$ cat src/rtl/cpwm_pkg.sv
`timescale 1ns/1ps
package cpwm_pkg;
  typedef enum logic [1:0] {
    SH_RISE   = 2'd0,
    SH_FALL   = 2'd1,
    SH_TRI    = 2'd2,
    SH_DIRECT = 2'd3
  } shape_e;
endpackage

$ cat src/rtl/cpwm_timebase.sv
`timescale 1ns/1ps
module cpwm_timebase
  import cpwm_pkg::*;
#(
  parameter int CW = 12
) (
  input  logic          clk,
  input  logic          rst_n,
  input  logic [CW-1:0] cfg_period,
  input  logic [1:0]    cfg_shape,
  input  logic          cfg_dbl_upd,
  input  logic          cfg_dbl_smp,
  input  logic [CW-1:0] cfg_phase,
  output logic          armed,
  output logic [CW:0]   pos,
  output logic [CW-1:0] per_a,
  output shape_e        shape_a,
  output logic          upd_next,
  output logic          evt_bottom,
  output logic          evt_top,
  output logic          sample_trig
);
  localparam int PW = CW + 1;
  localparam logic [PW-1:0] ONE = PW'(1);

  // state
  logic          armed_q;
  logic [PW-1:0] pos_q;
  logic [CW-1:0] per_q;
  shape_e        shape_q;
  logic          dupd_q;
  logic          dsmp_q;
  logic [CW-1:0] ph_q;

  // next-state
  logic          is_tri;
  logic [PW-1:0] per_x;
  logic [PW-1:0] ph_x;
  logic [PW-1:0] len;
  logic [PW-1:0] half;
  logic          wrap_nxt;
  logic [PW-1:0] pos_nxt;
  logic          upd_nxt;

  always_comb begin
    is_tri   = (shape_q == SH_TRI);
    per_x    = {1'b0, per_q};
    ph_x     = {1'b0, ph_q};
    len      = is_tri ? {per_q, 1'b0} : per_x;
    half     = len >> 1;
    wrap_nxt = !armed_q || (pos_q == len - ONE);
    pos_nxt  = wrap_nxt ? '0 : pos_q + ONE;
    upd_nxt  = wrap_nxt || (is_tri && dupd_q && (pos_nxt == per_x));
  end

  always_ff @(posedge clk or negedge rst_n) begin
    if (!rst_n) begin
      armed_q <= 1'b0;
      pos_q   <= '0;
      per_q   <= '0;
      shape_q <= SH_RISE;
      dupd_q  <= 1'b0;
      dsmp_q  <= 1'b0;
      ph_q    <= '0;
    end else begin
      armed_q <= 1'b1;
      pos_q   <= pos_nxt;
      if (wrap_nxt) begin
        per_q   <= cfg_period;
        shape_q <= shape_e'(cfg_shape);
        dupd_q  <= cfg_dbl_upd;
        dsmp_q  <= cfg_dbl_smp;
        ph_q    <= cfg_phase;
      end
    end
  end

  assign armed       = armed_q;
  assign pos         = pos_q;
  assign per_a       = per_q;
  assign shape_a     = shape_q;
  assign upd_next    = upd_nxt;
  assign evt_bottom  = armed_q && (pos_q == '0);
  assign evt_top     = armed_q && is_tri && (pos_q == per_x);
  assign sample_trig = armed_q &&
                       ((pos_q == ph_x) || (dsmp_q && (pos_q == ph_x + half)));

  // position stays inside the active carrier
  a_r2_pos_in_range: assert property (@(posedge clk) disable iff (!rst_n)
    armed_q |-> (pos_q < len));

  // period held for the whole carrier, changes only into a bottom cycle
  a_r9_period_held: assert property (@(posedge clk) disable iff (!rst_n)
    (armed_q && pos_q != '0) |-> $stable(per_q));

  // top and bottom never coincide
  a_r4_top_not_bottom: assert property (@(posedge clk) disable iff (!rst_n)
    !(evt_top && evt_bottom));

  // single-rate sampling never strobes twice in a row within a carrier
  a_r8_single_strobe: assert property (@(posedge clk) disable iff (!rst_n)
    (!dsmp_q && sample_trig) |=> (!sample_trig || evt_bottom));
endmodule

$ cat src/rtl/cpwm_duty.sv
`timescale 1ns/1ps
module cpwm_duty #(
  parameter int CW = 12
) (
  input  logic          clk,
  input  logic          rst_n,
  input  logic          duty_wr,
  input  logic [CW-1:0] duty_data,
  input  logic          upd_next,
  output logic [CW-1:0] cmp,
  output logic          dir
);
  logic [CW-1:0] sh_q, sh_nxt;
  logic [CW-1:0] cmp_q, cmp_nxt;
  logic          dir_q, dir_nxt;

  // a write in the cycle before an update is forwarded into the reload
  always_comb begin
    sh_nxt  = duty_wr ? duty_data : sh_q;
    cmp_nxt = upd_next ? sh_nxt : cmp_q;
    dir_nxt = duty_wr ? (|duty_data) : dir_q;
  end

  always_ff @(posedge clk or negedge rst_n) begin
    if (!rst_n) begin
      sh_q  <= '0;
      cmp_q <= '0;
      dir_q <= 1'b0;
    end else begin
      sh_q  <= sh_nxt;
      cmp_q <= cmp_nxt;
      dir_q <= dir_nxt;
    end
  end

  assign cmp = cmp_q;
  assign dir = dir_q;

  // compare value changes only after an update point
  a_r5_cmp_hold: assert property (@(posedge clk) disable iff (!rst_n)
    !$past(upd_next) |-> $stable(cmp_q));
endmodule

$ cat src/rtl/cpwm_compare.sv
`timescale 1ns/1ps
module cpwm_compare
  import cpwm_pkg::*;
#(
  parameter int CW = 12
) (
  input  logic          armed,
  input  logic [CW:0]   pos,
  input  logic [CW-1:0] per_a,
  input  shape_e        shape_a,
  input  logic [CW-1:0] cmp,
  input  logic          dir,
  output logic          pwm
);
  localparam int PW = CW + 1;

  logic [PW-1:0] per_x, cmp_x, cnt;
  logic          full, hit;

  always_comb begin
    per_x = {1'b0, per_a};
    cmp_x = {1'b0, cmp};
    cnt   = (pos <= per_x) ? pos : ({per_a, 1'b0} - pos);
    full  = (cmp_x >= per_x);
    case (shape_a)
      SH_RISE:  hit = full || (pos < cmp_x);
      SH_FALL:  hit = full || ((pos + cmp_x) >= per_x);
      SH_TRI:   hit = full || (cnt < cmp_x);
      default:  hit = dir;
    endcase
    pwm = armed && hit;
  end
endmodule

$ cat src/rtl/cpwm_gen.sv
`timescale 1ns/1ps
module cpwm_gen
  import cpwm_pkg::*;
#(
  parameter int CW = 12
) (
  input  logic          clk,
  input  logic          rst_n,
  input  logic [CW-1:0] cfg_period,
  input  logic [1:0]    cfg_shape,
  input  logic          cfg_dbl_upd,
  input  logic          cfg_dbl_smp,
  input  logic [CW-1:0] cfg_phase,
  input  logic          duty_wr,
  input  logic [CW-1:0] duty_data,
  output logic          pwm_out,
  output logic          sample_trig,
  output logic          evt_bottom,
  output logic          evt_top
);
  // reset: asserted asynchronously, released after two clock edges
  logic [1:0] rs_q;
  logic       rst_i;

  always_ff @(posedge clk or negedge rst_n) begin
    if (!rst_n) rs_q <= 2'b00;
    else        rs_q <= {rs_q[0], 1'b1};
  end
  assign rst_i = rs_q[1];

  logic          armed;
  logic [CW:0]   pos;
  logic [CW-1:0] per_a;
  shape_e        shape_a;
  logic          upd_next;
  logic [CW-1:0] cmp;
  logic          dir;

  cpwm_timebase #(.CW(CW)) u_tb (
    .clk(clk), .rst_n(rst_i),
    .cfg_period(cfg_period), .cfg_shape(cfg_shape),
    .cfg_dbl_upd(cfg_dbl_upd), .cfg_dbl_smp(cfg_dbl_smp), .cfg_phase(cfg_phase),
    .armed(armed), .pos(pos), .per_a(per_a), .shape_a(shape_a),
    .upd_next(upd_next), .evt_bottom(evt_bottom), .evt_top(evt_top),
    .sample_trig(sample_trig)
  );

  cpwm_duty #(.CW(CW)) u_duty (
    .clk(clk), .rst_n(rst_i),
    .duty_wr(duty_wr), .duty_data(duty_data), .upd_next(upd_next),
    .cmp(cmp), .dir(dir)
  );

  cpwm_compare #(.CW(CW)) u_cmp (
    .armed(armed), .pos(pos), .per_a(per_a), .shape_a(shape_a),
    .cmp(cmp), .dir(dir), .pwm(pwm_out)
  );

  // zero duty never raises the carrier output
  a_r7_zero_low: assert property (@(posedge clk) disable iff (!rst_i)
    (armed && shape_a != SH_DIRECT && cmp == '0) |-> !pwm_out);

  // direct mode shows the previous cycle's write at once
  a_r10_direct_follow: assert property (@(posedge clk) disable iff (!rst_i)
    (armed && $past(armed) && shape_a == SH_DIRECT && $past(shape_a) == SH_DIRECT
     && $past(duty_wr)) |-> (pwm_out == (|$past(duty_data))));
endmodule

$ cat config.mk
export PLATFORM = sky130hd
export DESIGN_NAME = cpwm_gen
export DESIGN_NICKNAME = d
export VERILOG_FILES = /design/src/rtl/cpwm_pkg.sv /design/src/rtl/cpwm_timebase.sv /design/src/rtl/cpwm_duty.sv /design/src/rtl/cpwm_compare.sv /design/src/rtl/cpwm_gen.sv
export SDC_FILE = /design/constraint.sdc
export NUM_CORES = 1
export LEC_CHECK = 0
export BUFFER_PORTS_ARGS = -buffer_cell sky130_fd_sc_hd__buf_2
export CORE_ASPECT_RATIO = 0.7
export CORE_MARGIN = 3
export CORE_UTILIZATION = 50
export DETAILED_ROUTE_END_ITERATION = 8
export PLACE_DENSITY = 0.68
export SLEW_MARGIN = 30
export SYNTH_ARGS = -nofsm -noshare
export SYNTH_HDL_FRONTEND = slang
export SYNTH_SLANG_ARGS = --single-unit
$ cat constraint.sdc
create_clock -name clk -period 6.3 [get_ports clk]
set_input_delay 1.26 -clock clk [delete_from_list [all_inputs] [get_ports clk]]
set_output_delay 1.26 -clock clk [all_outputs]
set_load 0.01 [all_outputs]
# == Word-level counts from Yosys, hierarchy flattened ==
# Cells that the tools add are included.
# Widths: inputs -> output; s select.
# word_totals
ff_bits,69
out_inout_bits,4
wordCells,51
# classes
add_sub_neg,5
n_lt_le_gt_ge,5
eq_ne,7
mux,5
reduce_logical,18
# op_table
operator,count
$eq 13x12->1,3
$mux 13,3
$eq 13x13->1,2
$lt 13x12->1,2
$add 12x12->13,1
$add 13x1->13 const B,1
$add 13x12->13,1
$ge 13x12->1,1
$le 13x12->1,1
$logic_not 13->1,1
$sub 13x1->13 const B,1
$sub 13x13->13,1
$ge 12x12->1,1
$mux 12,1
$reduce_or 12->1,1
$logic_and 1x1->1,8
$logic_or 1x1->1,6
$pmux 1 s3,1
$eq 2x1->1 const B,1
$eq 2x2->1 const B,1
$logic_not 2->1,1
$logic_not 1->1,1

# == Logic depth before layout (Yosys ltp) ==
# Gate-level depths: netlist (run 1).
# logic_depth
ltp_word,9
mapped_depth,19

# == Hierarchy ==
# Synthesis (run 1) repeated with hierarchy kept, for this count alone.
# hier_totals
hier_cells,796
hier_area_um2,7300.8
# modules_own_cells
mod,n_inst,cells_each,area_per_inst_um2
cpwm_timebase,1,391,3607.2
cpwm_compare,1,345,2652.5
cpwm_duty,1,57,987.2
cpwm_gen,1,3,53.8

# == Worst setup path before layout (run 1) ==
# OpenSTA, ideal clock, no wires.
# synth_timing
path_type,reg-to-output
start,reg u_tb.pos_q[0] (netlist: u_tb.pos[0])
end,out pwm_out
t_arrival_ns,3.636
required_time_ns,5.040
path_slack_ns,1.404
path_stages_with_launch,16
path_buffers,2
path_cell_list,dfrtp_1 clkbuf_1 inv_1 ha_1 and4_1 and3_1 a31oi_1 clkbuf_1 mux2i_1 ha_1 a21o_1 a2111oi_0 o21ai_0 a311oi_1 and3b_1 a21o_1
# synth_via
elab_chain_cells,6
elab_cells_between_ends,12
cone_classes,add/sub: 2; order compare: 4; mux: 2; reduce/logical: 4
# synth_rtl
element,line,rtl
start: declaration,cpwm_timebase.sv:28,logic [PW-1:0] pos_q;
start signal: assignment,cpwm_timebase.sv:67,pos_q <= pos_nxt;
$sub 13x13->13 or $le 13x12->1 (tied branches),cpwm_compare.sv:23,"cnt = (pos <= per_x) ? pos : ({per_a, 1'b0} - pos);"
$mux 13,cpwm_compare.sv:23,
$lt 13x12->1,cpwm_compare.sv:28,SH_TRI: hit = full || (cnt < cmp_x);
$logic_or 1x1->1,cpwm_compare.sv:28,
$pmux 1 s3 (*),cpwm_compare.sv:25,case (shape_a)
$logic_and 1x1->1 (*),cpwm_compare.sv:31,pwm = armed && hit;
end: declaration,cpwm_gen.sv:16,"output logic pwm_out,"
# Mark *: on every way between the ends. The rest lies on a longest branch, timed or not.

# == Worst setup path in the final report (run 1) ==
# layout_timing
start,reg u_tb.per_q[9] (netlist: u_tb.per_a[9])
end,out pwm_out
# layout_via
elab_chain_cells,6
elab_cells_between_ends,11
cone_classes,add/sub: 1; order compare: 4; mux: 2; reduce/logical: 4
# layout_rtl
element,line,rtl
start: declaration,cpwm_timebase.sv:29,logic [CW-1:0] per_q;
start signal: assignment,cpwm_timebase.sv:69,per_q <= cfg_period;
$sub 13x13->13 or $le 13x12->1 (tied branches),cpwm_compare.sv:23,
$mux 13,cpwm_compare.sv:23,
$lt 13x12->1,cpwm_compare.sv:28,
$logic_or 1x1->1,cpwm_compare.sv:28,
$pmux 1 s3 (*),cpwm_compare.sv:25,
$logic_and 1x1->1 (*),cpwm_compare.sv:31,
# Marks and branches as above.

==> qor.json, run 1 <==
{
  "timing_worst_slew_pin_value_ns": 0.9245,
  "die_area_sq_um": 15610,
  "cts_buffers": 9,
  "worstSkewPairLatency_ns": 0.35,
  "max_slew_margin_pct": 38.21,
  "ant_nets": 0,
  "grt.met1_usage_pct": 39.88,
  "gr-usage-met3_pct": 4.383,
  "critical_path.endpoint_type": "output port",
  "clk_network_pwr_share_pct": 31.0,
  "power.combinational.fraction_pct": 37.0,
  "top_level_ports": 47,
  "synth_edf_count": 0,
  "outcome": "completed",
  "cts_tree": "yes",
  "clock-skew-final_ns": 0.01229,
  "global_route.overflow_total": 0,
  "peakVddDrop_mv": 0.1201,
  "grt_setup_unrepaired": "false",
  "drt-initial-drc-count": 765,
  "antenna_violations_before_repair": 0,
  "post_synth_fa_ha_maj_area_fraction_pct": 18.75,
  "final_nets": 994,
  "ctsRootBufferMaster": "sky130_fd_sc_hd__clkbuf_16",
  "layout_worst_path_cycle_share_pct": 94.87,
  "final_layout_size_suffix_gt1_share_pct": 14.34,
  "synth_seq_area_share_pct": 24.46,
  "maximum_number_of_pins_on_one_net_before_global_route_repair": 68,
  "timing.setup.tns_ns": 0,
  "number_of_fillers_in_the_final_layout": 1295,
  "period_minus_slack_ns": 5.977,
  "regArea_sq_um": 1728,
  "ys_async_sr_fraction_pct": 100.0,
  "critPathRequiredTime_ns": 5.04,
  "number_of_global_route_vias_before_repair": 5820,
  "reg2reg_to": "u_duty.cmp[0]$_DFFE_PN0P_",
  "p_total_w": 0.001675,
  "fin_area_sq_um": 7811,
  "drc_errors": 0,
  "vias_per_cell": 6.012,
  "pwr-share-seq_pct": 32.0,
  "syn_area_sq_um": 7061,
  "synth.area.mux_share_pct": 8.187,
  "multi_input_comb_area_sq_um": 4967,
  "worstRegToRegCells": 14,
  "simple_logic_cell_fraction_of_the_synthesized_area_pct": 16.91,
  "post_synthesis_xor_xnor_area_fraction_pct": 10.42,
  "setup_violations": 0,
  "dp_hpwl_mm": 15.40,
  "synthCells": 802,
  "ys_seq_elements": 69,
  "detailroute.via_count": 6240,
  "grt_pass1_wl_mm": 31.71,
  "fmax_mhz": 167.3,
  "hp-class": "flop to asynchronous set/reset pin",
  "layout.cells.most_common": "sky130_fd_sc_hd__ha_1",
  "htree_levels": 3,
  "worstPathBufferInverterCount": 4,
  "maximum_single_stage_delay_on_the_critical_path_ns": 0.51,
  "max_slew_violation_total_from_the_final_report": 0,
  "synth_top_family_by_area": "adder cells",
  "post_synth.cell_area_avg_sq_um": 8.804,
  "critPathMaxFanout": 12,
  "postRouteWirelength_mm": 20.10,
  "area_growth_pct": 10.63,
  "dr.pass1.iters": 5,
  "die_width_um": 148.0,
  "placement.cell_area_sq_um": 7512,
  "switching_share_pct": 36.01,
  "switchingPower_w": 0.0006031,
  "fp-row-count": 35,
  "cts.clk_slew.worst_paths_ns": 0.06,
  "globalRouteMet2Util_pct": 36.21,
  "final_hold_viol_count": 0,
  "path_cells": "inv_1 -> ha_1 -> nand3_1 -> nor3_2 -> o221ai_1 -> a31oi_1 -> buf_4 -> buf_4 -> mux2i_1 -> ha_1 -> a21o_1 -> a2111oi_0 -> o21ai_0 -> a311oi_1 -> and3b_1 -> a21o_1 -> buf_2",
  "gpl.final_weighted_congestion": 0.9314,
  "startpoint_type": "flop",
  "die_h_um": 105.4,
  "ys.warnings.count": 0,
  "post_drt_wl_per_cell_um": 19.36,
  "clockBufferDepth": 2,
  "detailedPlace.worstSlack_ns": 0.6274,
  "crit_family": "compound AO/OA/AOI/OAI gates",
  "timing.critical_path.slowest_stage_cell": "sky130_fd_sc_hd__dfrtp_1",
  "worst_slack_ns": 0.3232,
  "int_power_w": 0.001072,
  "portBuffers": 46,
  "classification_of_the_worst_setup_path": "flop to output port",
  "initial_core_util_pct": 52.35,
  "busiest_layer": "met1",
  "reg2reg_from": "u_tb.shape_a[0]$_DFFE_PN0N_",
  "critPathArrivalTime_ns": 4.72,
  "mostFrequentLayoutCells": "sky130_fd_sc_hd__ha_1, sky130_fd_sc_hd__dfrtp_1, sky130_fd_sc_hd__xnor2_1",
  "track_usage_pct": 25.53,
  "netlist-cell-type-count": 72,
  "power_density_nw_per_um2": 214.4,
  "r2r_slack_ns": 1.94,
  "leakage_nw": 3.598,
  "maxCapViolations": 0,
  "postSynth.topFlopCell": "sky130_fd_sc_hd__dfrtp_1",
  "synth_compound_gate_area_share_pct": 15.90,
  "cts.sinks": 69,
  "fp.coreArea_sq_um": 13490
}
registers in the layout, summed over array words and instances (netlist names):
register / cells
u_tb.armed: 1
u_duty.cmp: 12
u_tb.dsmp_q: 1
u_tb.shape_a: 2
u_tb.pos: 13
u_tb.per_a: 12
u_tb.ph_q: 12
u_duty.dir: 1
u_duty.sh_q: 12
u_tb.dupd_q: 1
rs_q: 2
how the worst max path moves through the flow:
stage,depth (start not counted),from,end,slack [ns]
after floorplan,15,u_tb.pos[0]$_DFF_PN0_,pwm_out,1.40
after CTS,17,u_tb.per_a[9]$_DFFE_PN0N_,pwm_out,0.20
final,17,u_tb.per_a[9]$_DFFE_PN0N_,pwm_out,0.32
after detailed placement,17,u_tb.per_a[9]$_DFFE_PN0N_,pwm_out,0.63
after global routing,17,u_tb.per_a[11]$_DFFE_PN0N_,pwm_out,0.11
after global placement,17,u_tb.per_a[9]$_DFFE_PN0N_,pwm_out,0.67
power by group through the flow:
stage	combinational [W]	sequential, W	clock [W]
final	0.000620	0.000536	0.000520
after global routing	0.000684	0.000542	0.000542
after CTS	0.000609	0.000535	0.000526
after detailed placement	0.000602	0.000543	0
after global placement	0.000582	0.000540	0
after floorplan	0.000466	0.000524	0
cell usage after synthesis (all sizes together) (3+ instances only):
| cell | instances | area [sq um] |
|---|---|---|
| a2111oi | 5 | 43.79 |
| a211oi | 10 | 75.07 |
| a21o | 12 | 90.09 |
| a21oi | 30 | 150.1 |
| a31oi | 10 | 62.56 |
| and2 | 3 | 18.77 |
| and3 | 11 | 68.82 |
| and4 | 3 | 26.28 |
| buf | 11 | 66.31 |
| clkbuf | 18 | 70.07 |
| dfrtp | 69 | 1727 |
| fa | 3 | 60.06 |
| ha | 101 | 1264 |
| inv | 63 | 236.5 |
| mux2 | 44 | 495.5 |
| mux2i | 7 | 82.58 |
| nand2 | 51 | 191.4 |
| nand2b | 12 | 75.07 |
| nand3 | 23 | 115.1 |
| nand3b | 3 | 22.52 |
| nand4 | 12 | 75.07 |
| nor2 | 52 | 195.2 |
| nor2b | 11 | 68.82 |
| nor3 | 26 | 130.1 |
| nor3b | 3 | 22.52 |
| nor4 | 8 | 56.30 |
| o2111ai | 4 | 35.03 |
| o211ai | 12 | 90.09 |
| o21a | 6 | 45.04 |
| o21ai | 40 | 200.2 |
| o21bai | 7 | 52.55 |
| o22ai | 3 | 18.77 |
| o41ai | 3 | 45.05 |
| or3 | 7 | 43.79 |
| xnor2 | 62 | 543.0 |
| xor2 | 22 | 192.7 |
logic make-up (layout without fill, tap and decap cells):
family                   count (synthesis)  after routing
other                                    1              4
buffers and inverters                   93            141
flip-flops                              69             69
XOR/XNOR                                84             84
AND/OR/NAND/NOR                        235            235
multiplexers                            51             51
AO/OA/AOI/OAI                          165            165
adder cells (fa/ha/maj)                104            104
per-stage QoR:
stage	cells	utilization, %	hold WS (ns)
2_1_floorplan	803	-	0.3312
3_5_place_dp	1021	55.70	0.3451
6_report	1038	57.91	0.3420
3_3_place_gp	1021	55.69	0.3380
5_1_grt	1036	57.88	0.3668
4_1_cts	1036	57.81	0.3582
routing by layer:
metal  part of all wire [%]  vias up
li1                       -     2962
met1                     49     3002
met2                     42      246
met4                    1.3        0
met5                      0        -
met3                    7.7       30
final cells by class:
cell class / instances / area share (%)
antenna: 2 / 0.06407
clock buffer: 13 / 3.204
clock inverter: 2 / 0.4485
inverter: 64 / 3.075
multi-input combinational: 641 / 63.59
sequential: 69 / 22.12
tap: 185 / 2.963
timing repair buffer: 62 / 4.533
timing repair:
action                     CTS  global route
setup endpoints to repair    0             1
setup buffers                0             0
resized for setup            0             1
hold endpoints to repair     0             0
hold buffers                 0             0
Note: power is estimated with default switching activity, not from simulation.
==> run 2: changes to the inputs <==
CORE_UTILIZATION = 55   (was 50)
PLACE_DENSITY = 0.84   (was 0.68)
==> run 2 against run 1 <==
Effect of this change: critical path depth is 2 lower; hold slack better by 0.0060 ns; sequential power is 0.7% lower; global-route usage is 1.8 points higher; non-clock buffer count is 3 lower; core utilization is 6.5 points higher; clock skew is 0.0047 ns lower; first-iteration DRC count is 23% lower; cell area is 0.19% lower; final cell count is 3.1% lower; fmax is 0.86% higher; critical endpoint is now sample_trig.
==> qor.json, run 2 (synthesis results as in run 1) <==
{
  "placement.cell_area": {"value": 7470, "unit": "sq um", "change": "was 7512 sq um"},
  "worstSkewPairLatency": {"value": 0.35, "unit": "ns", "change": "about the same"},
  "track_usage": {"value": 27.33, "unit": "%", "change": "was 25.53%"},
  "ant_nets": {"value": 0, "change": "unchanged"},
  "dpl.cell_count": {"value": 990, "change": "was 1,021"},
  "fp.coreArea": {"value": 12100, "unit": "sq um", "change": "was 13,490 sq um"},
  "die_area": {"value": 14250, "unit": "sq um", "change": "was 15,610 sq um"},
  "timing_worst_slew_pin_value": {"value": 0.7484, "unit": "ns", "change": "was 0.9245 ns"},
  "drt-initial-drc-count": {"value": 590, "change": "was 765"},
  "post_drt_wl_per_cell": {"value": 19.07, "unit": "um", "change": "was 19.36 um"},
  "peakVddDrop": {"value": 0.1293, "unit": "mV", "change": "was 0.1201 mV"},
  "final_layout_size_suffix_gt1_share": {"value": 14.37, "unit": "%", "change": "was 14.34%"},
  "ctsRootBufferMaster": {"value": "sky130_fd_sc_hd__clkbuf_16", "change": "unchanged"},
  "number_of_fillers_in_the_final_layout": {"value": 1014, "change": "was 1,295"},
  "top_level_ports": {"value": 47, "change": "unchanged"},
  "final_cell_count_no_fill": {"value": 1006, "change": "was 1,038"},
  "regArea": {"value": 1728, "unit": "sq um", "change": "unchanged"},
  "holdBufCountCts": {"value": 0, "change": "unchanged"},
  "registers.top_by_ff_count": {"value": "u_tb.pos", "change": "unchanged"},
  "antenna_violations_before_repair": {"value": 0, "change": "unchanged"},
  "number_of_global_route_vias_before_repair": {"value": 5730, "change": "was 5,820"},
  "gpl.final_weighted_congestion": {"value": 0.9539, "change": "was 0.9314"},
  "die_h": {"value": 100.8, "unit": "um", "change": "was 105.4 um"},
  "multi_input_comb_area": {"value": 4967, "unit": "sq um", "change": "unchanged"},
  "initial_core_util": {"value": 58.36, "unit": "%", "change": "was 52.35%"},
  "switching_share": {"value": 35.46, "unit": "%", "change": "was 36.01%"},
  "cts.sinks": {"value": 69, "change": "unchanged"},
  "critPathMaxFanout": {"value": 6, "change": "was 12"},
  "layout_worst_path_cycle_share": {"value": 94.06, "unit": "%", "change": "was 94.87%"},
  "max_slew_violation_total_from_the_final_report": {"value": 0, "change": "unchanged"},
  "reg2reg_from": {"value": "u_tb.shape_a[0]$_DFFE_PN0N_", "change": "unchanged"},
  "power.combinational.fraction": {"value": 36.3, "unit": "%", "change": "was 37.0%"},
  "vias_per_cell": {"value": 6.216, "change": "was 6.012"},
  "largest_register_ff_count": {"value": 13, "change": "unchanged"},
  "cts_tree": {"value": "yes", "change": "unchanged"},
  "final_hold_viol_count": {"value": 0, "change": "unchanged"},
  "clock-skew-final": {"value": 0.007594, "unit": "ns", "change": "was 0.01229 ns"},
  "fmax": {"value": 168.8, "unit": "MHz", "change": "was 167.3 MHz"},
  "crit_path_start": {"value": "u_tb.shape_a[0]$_DFFE_PN0N_", "change": "was u_tb.per_a[9]$_DFFE_PN0N_"},
  "postRouteWirelength": {"value": 19.18, "unit": "mm", "change": "was 20.10 mm"},
  "cts_setup_buffers": {"value": 0, "change": "unchanged"},
  "critPathArrivalTime": {"value": 4.67, "unit": "ns", "change": "was 4.72 ns"},
  "worst_slack": {"value": 0.3741, "unit": "ns", "change": "was 0.3232 ns"},
  "setup_violations": {"value": 0, "change": "unchanged"},
  "die_width": {"value": 141.4, "unit": "um", "change": "was 148.0 um"},
  "startpoint_type": {"value": "flop", "change": "unchanged"},
  "fp-row-count": {"value": 33, "change": "was 35"},
  "pwr-share-seq": {"value": 31.1, "unit": "%", "change": "was 32.0%"},
  "busiest_layer": {"value": "met1", "change": "unchanged"},
  "drc_errors": {"value": 0, "change": "unchanged"},
  "max_slew_margin": {"value": 49.94, "unit": "%", "change": "was 38.21%"},
  "n_antenna_cell": {"value": 0, "change": "was 2"},
  "timing.setup.tns": {"value": 0, "unit": "ns", "change": "unchanged"},
  "grt_pass1_wl": {"value": 30.68, "unit": "mm", "change": "was 31.71 mm"},
  "dp_hpwl": {"value": 14.49, "unit": "mm", "change": "was 15.40 mm"},
  "switchingPower": {"value": 0.0006071, "unit": "W", "change": "was 0.0006031 W"},
  "grt_setup_unrepaired": {"value": "false", "change": "unchanged"},
  "grt.met1_usage": {"value": 42.01, "unit": "%", "change": "was 39.88%"},
  "maxCapViolations": {"value": 0, "change": "unchanged"},
  "outcome": {"value": "completed", "change": "unchanged"},
  "critical_path.endpoint_type": {"value": "output port", "change": "unchanged"},
  "mostFrequentLayoutCells": {"value": "sky130_fd_sc_hd__ha_1, sky130_fd_sc_hd__dfrtp_1, sky130_fd_sc_hd__xnor2_1", "change": "unchanged"},
  "power_density": {"value": 219.6, "unit": "nW/um^2", "change": "was 214.4 nW/um^2"},
  "clockBufferDepth": {"value": 2, "change": "unchanged"},
  "gr-usage-met3": {"value": 7.065, "unit": "%", "change": "was 4.383%"},
  "cts.clk_slew.worst_paths": {"value": 0.06, "unit": "ns", "change": "about the same"},
  "hp-class": {"value": "flop to asynchronous set/reset pin", "change": "unchanged"},
  "dr.pass1.iters": {"value": 5, "change": "unchanged"},
  "global_route.overflow_total": {"value": 0, "change": "unchanged"},
  "layout.cells.most_common": {"value": "sky130_fd_sc_hd__ha_1", "change": "unchanged"},
  "cts_repair_resize_count": {"value": 0, "change": "unchanged"},
  "portBuffers": {"value": 46, "change": "unchanged"},
  "fin_area": {"value": 7796, "unit": "sq um", "change": "was 7811 sq um"},
  "leakage": {"value": 3.602, "unit": "nW", "change": "was 3.598 nW"},
  "detailroute.via_count": {"value": 6253, "change": "was 6,240"},
  "cts_buffers": {"value": 9, "change": "unchanged"},
  "htree_levels": {"value": 3, "change": "unchanged"},
  "final_nets": {"value": 991, "change": "was 994"},
  "globalRouteMet2Util": {"value": 37.98, "unit": "%", "change": "was 36.21%"},
  "int_power": {"value": 0.001105, "unit": "W", "change": "was 0.001072 W"},
  "critPathRequiredTime": {"value": 5.04, "unit": "ns", "change": "about the same"},
  "area_growth": {"value": 10.42, "unit": "%", "change": "was 10.63%"},
  "clk_network_pwr_share": {"value": 32.7, "unit": "%", "change": "was 31.0%"},
  "period_minus_slack": {"value": 5.926, "unit": "ns", "change": "was 5.977 ns"},
  "maximum_number_of_pins_on_one_net_before_global_route_repair": {"value": 68, "change": "unchanged"},
  "detailedPlace.worstSlack": {"value": 0.8319, "unit": "ns", "change": "was 0.6274 ns"},
  "classification_of_the_worst_setup_path": {"value": "flop to output port", "change": "unchanged"}
}
-- run 2: layout make-up --
cell class | instances | share of cell area [%]
timing repair buffer | 59 | 4.462
multi-input combinational | 641 | 63.71
clock inverter | 6 | 1.123
tap | 157 | 2.520
inverter | 64 | 3.081
clock buffer | 10 | 2.937
sequential | 69 | 22.16
-- run 2: stage by stage --
stage               utilization (%)  hold slack [ns]  power [W]
finish                        64.44           0.3479   0.001712
global route                  64.44           0.3525   0.001806
CTS                           64.36           0.3505   0.001700
detailed placement            61.74           0.3380   0.001138
global placement              61.65           0.3330   0.001122
floorplan                         -           0.3312  0.0009898
-- run 2: path summary, 6_finish.rpt --
path                            cells after the start                        end  slack, ns
min in group clk                                    0          rs_q[1]$_DFF_PN0_       0.35
worst max-delay path                               15                sample_trig       0.37
max in group asynchronous                           1    u_tb.dsmp_q$_DFFE_PN0N_       5.47
worst min register to register                      1   u_duty.sh_q[0]$_DFF_PN0_       0.35
worst min-delay path                                1   u_duty.sh_q[0]$_DFF_PN0_       0.35
worst max register to register                     13  u_tb.ph_q[11]$_DFFE_PN0N_       1.68
-- run 2: critical path, stage by stage, from the launching register on --
cell and delay (ns):
sky130_fd_sc_hd__dfrtp_1 0.40, sky130_fd_sc_hd__inv_1 0.11, sky130_fd_sc_hd__ha_1 0.43, sky130_fd_sc_hd__inv_1 0.22
sky130_fd_sc_hd__a21boi_0 0.31, sky130_fd_sc_hd__inv_1 0.08, sky130_fd_sc_hd__ha_1 0.22, sky130_fd_sc_hd__fa_1 0.41
sky130_fd_sc_hd__a21o_1 0.19, sky130_fd_sc_hd__a21oi_1 0.17, sky130_fd_sc_hd__xnor2_1 0.09, sky130_fd_sc_hd__or4_1 0.56
sky130_fd_sc_hd__nor4_1 0.42, sky130_fd_sc_hd__nand3_1 0.16, sky130_fd_sc_hd__o41ai_1 0.35, sky130_fd_sc_hd__buf_2 0.19
-- run 2: power groups by stage --
| stage | clock, W | sequential, W | combinational, W |
|---|---|---|---|
| 2_1_floorplan | 0 | 0.000524 | 0.000466 |
| 3_3_place_gp | 0 | 0.000537 | 0.000585 |
| 3_5_place_dp | 0 | 0.000539 | 0.000599 |
| 4_1_cts | 0.000561 | 0.000531 | 0.000608 |
| 5_1_grt | 0.000581 | 0.000537 | 0.000687 |
| 6_report | 0.000559 | 0.000532 | 0.000621 |
-- run 2: per-layer routing --
layer	share of wire [%]	up-vias
met5	0	-
met4	1.8	0
met3	10	38
met2	40	308
met1	48	2956
li1	-	2951
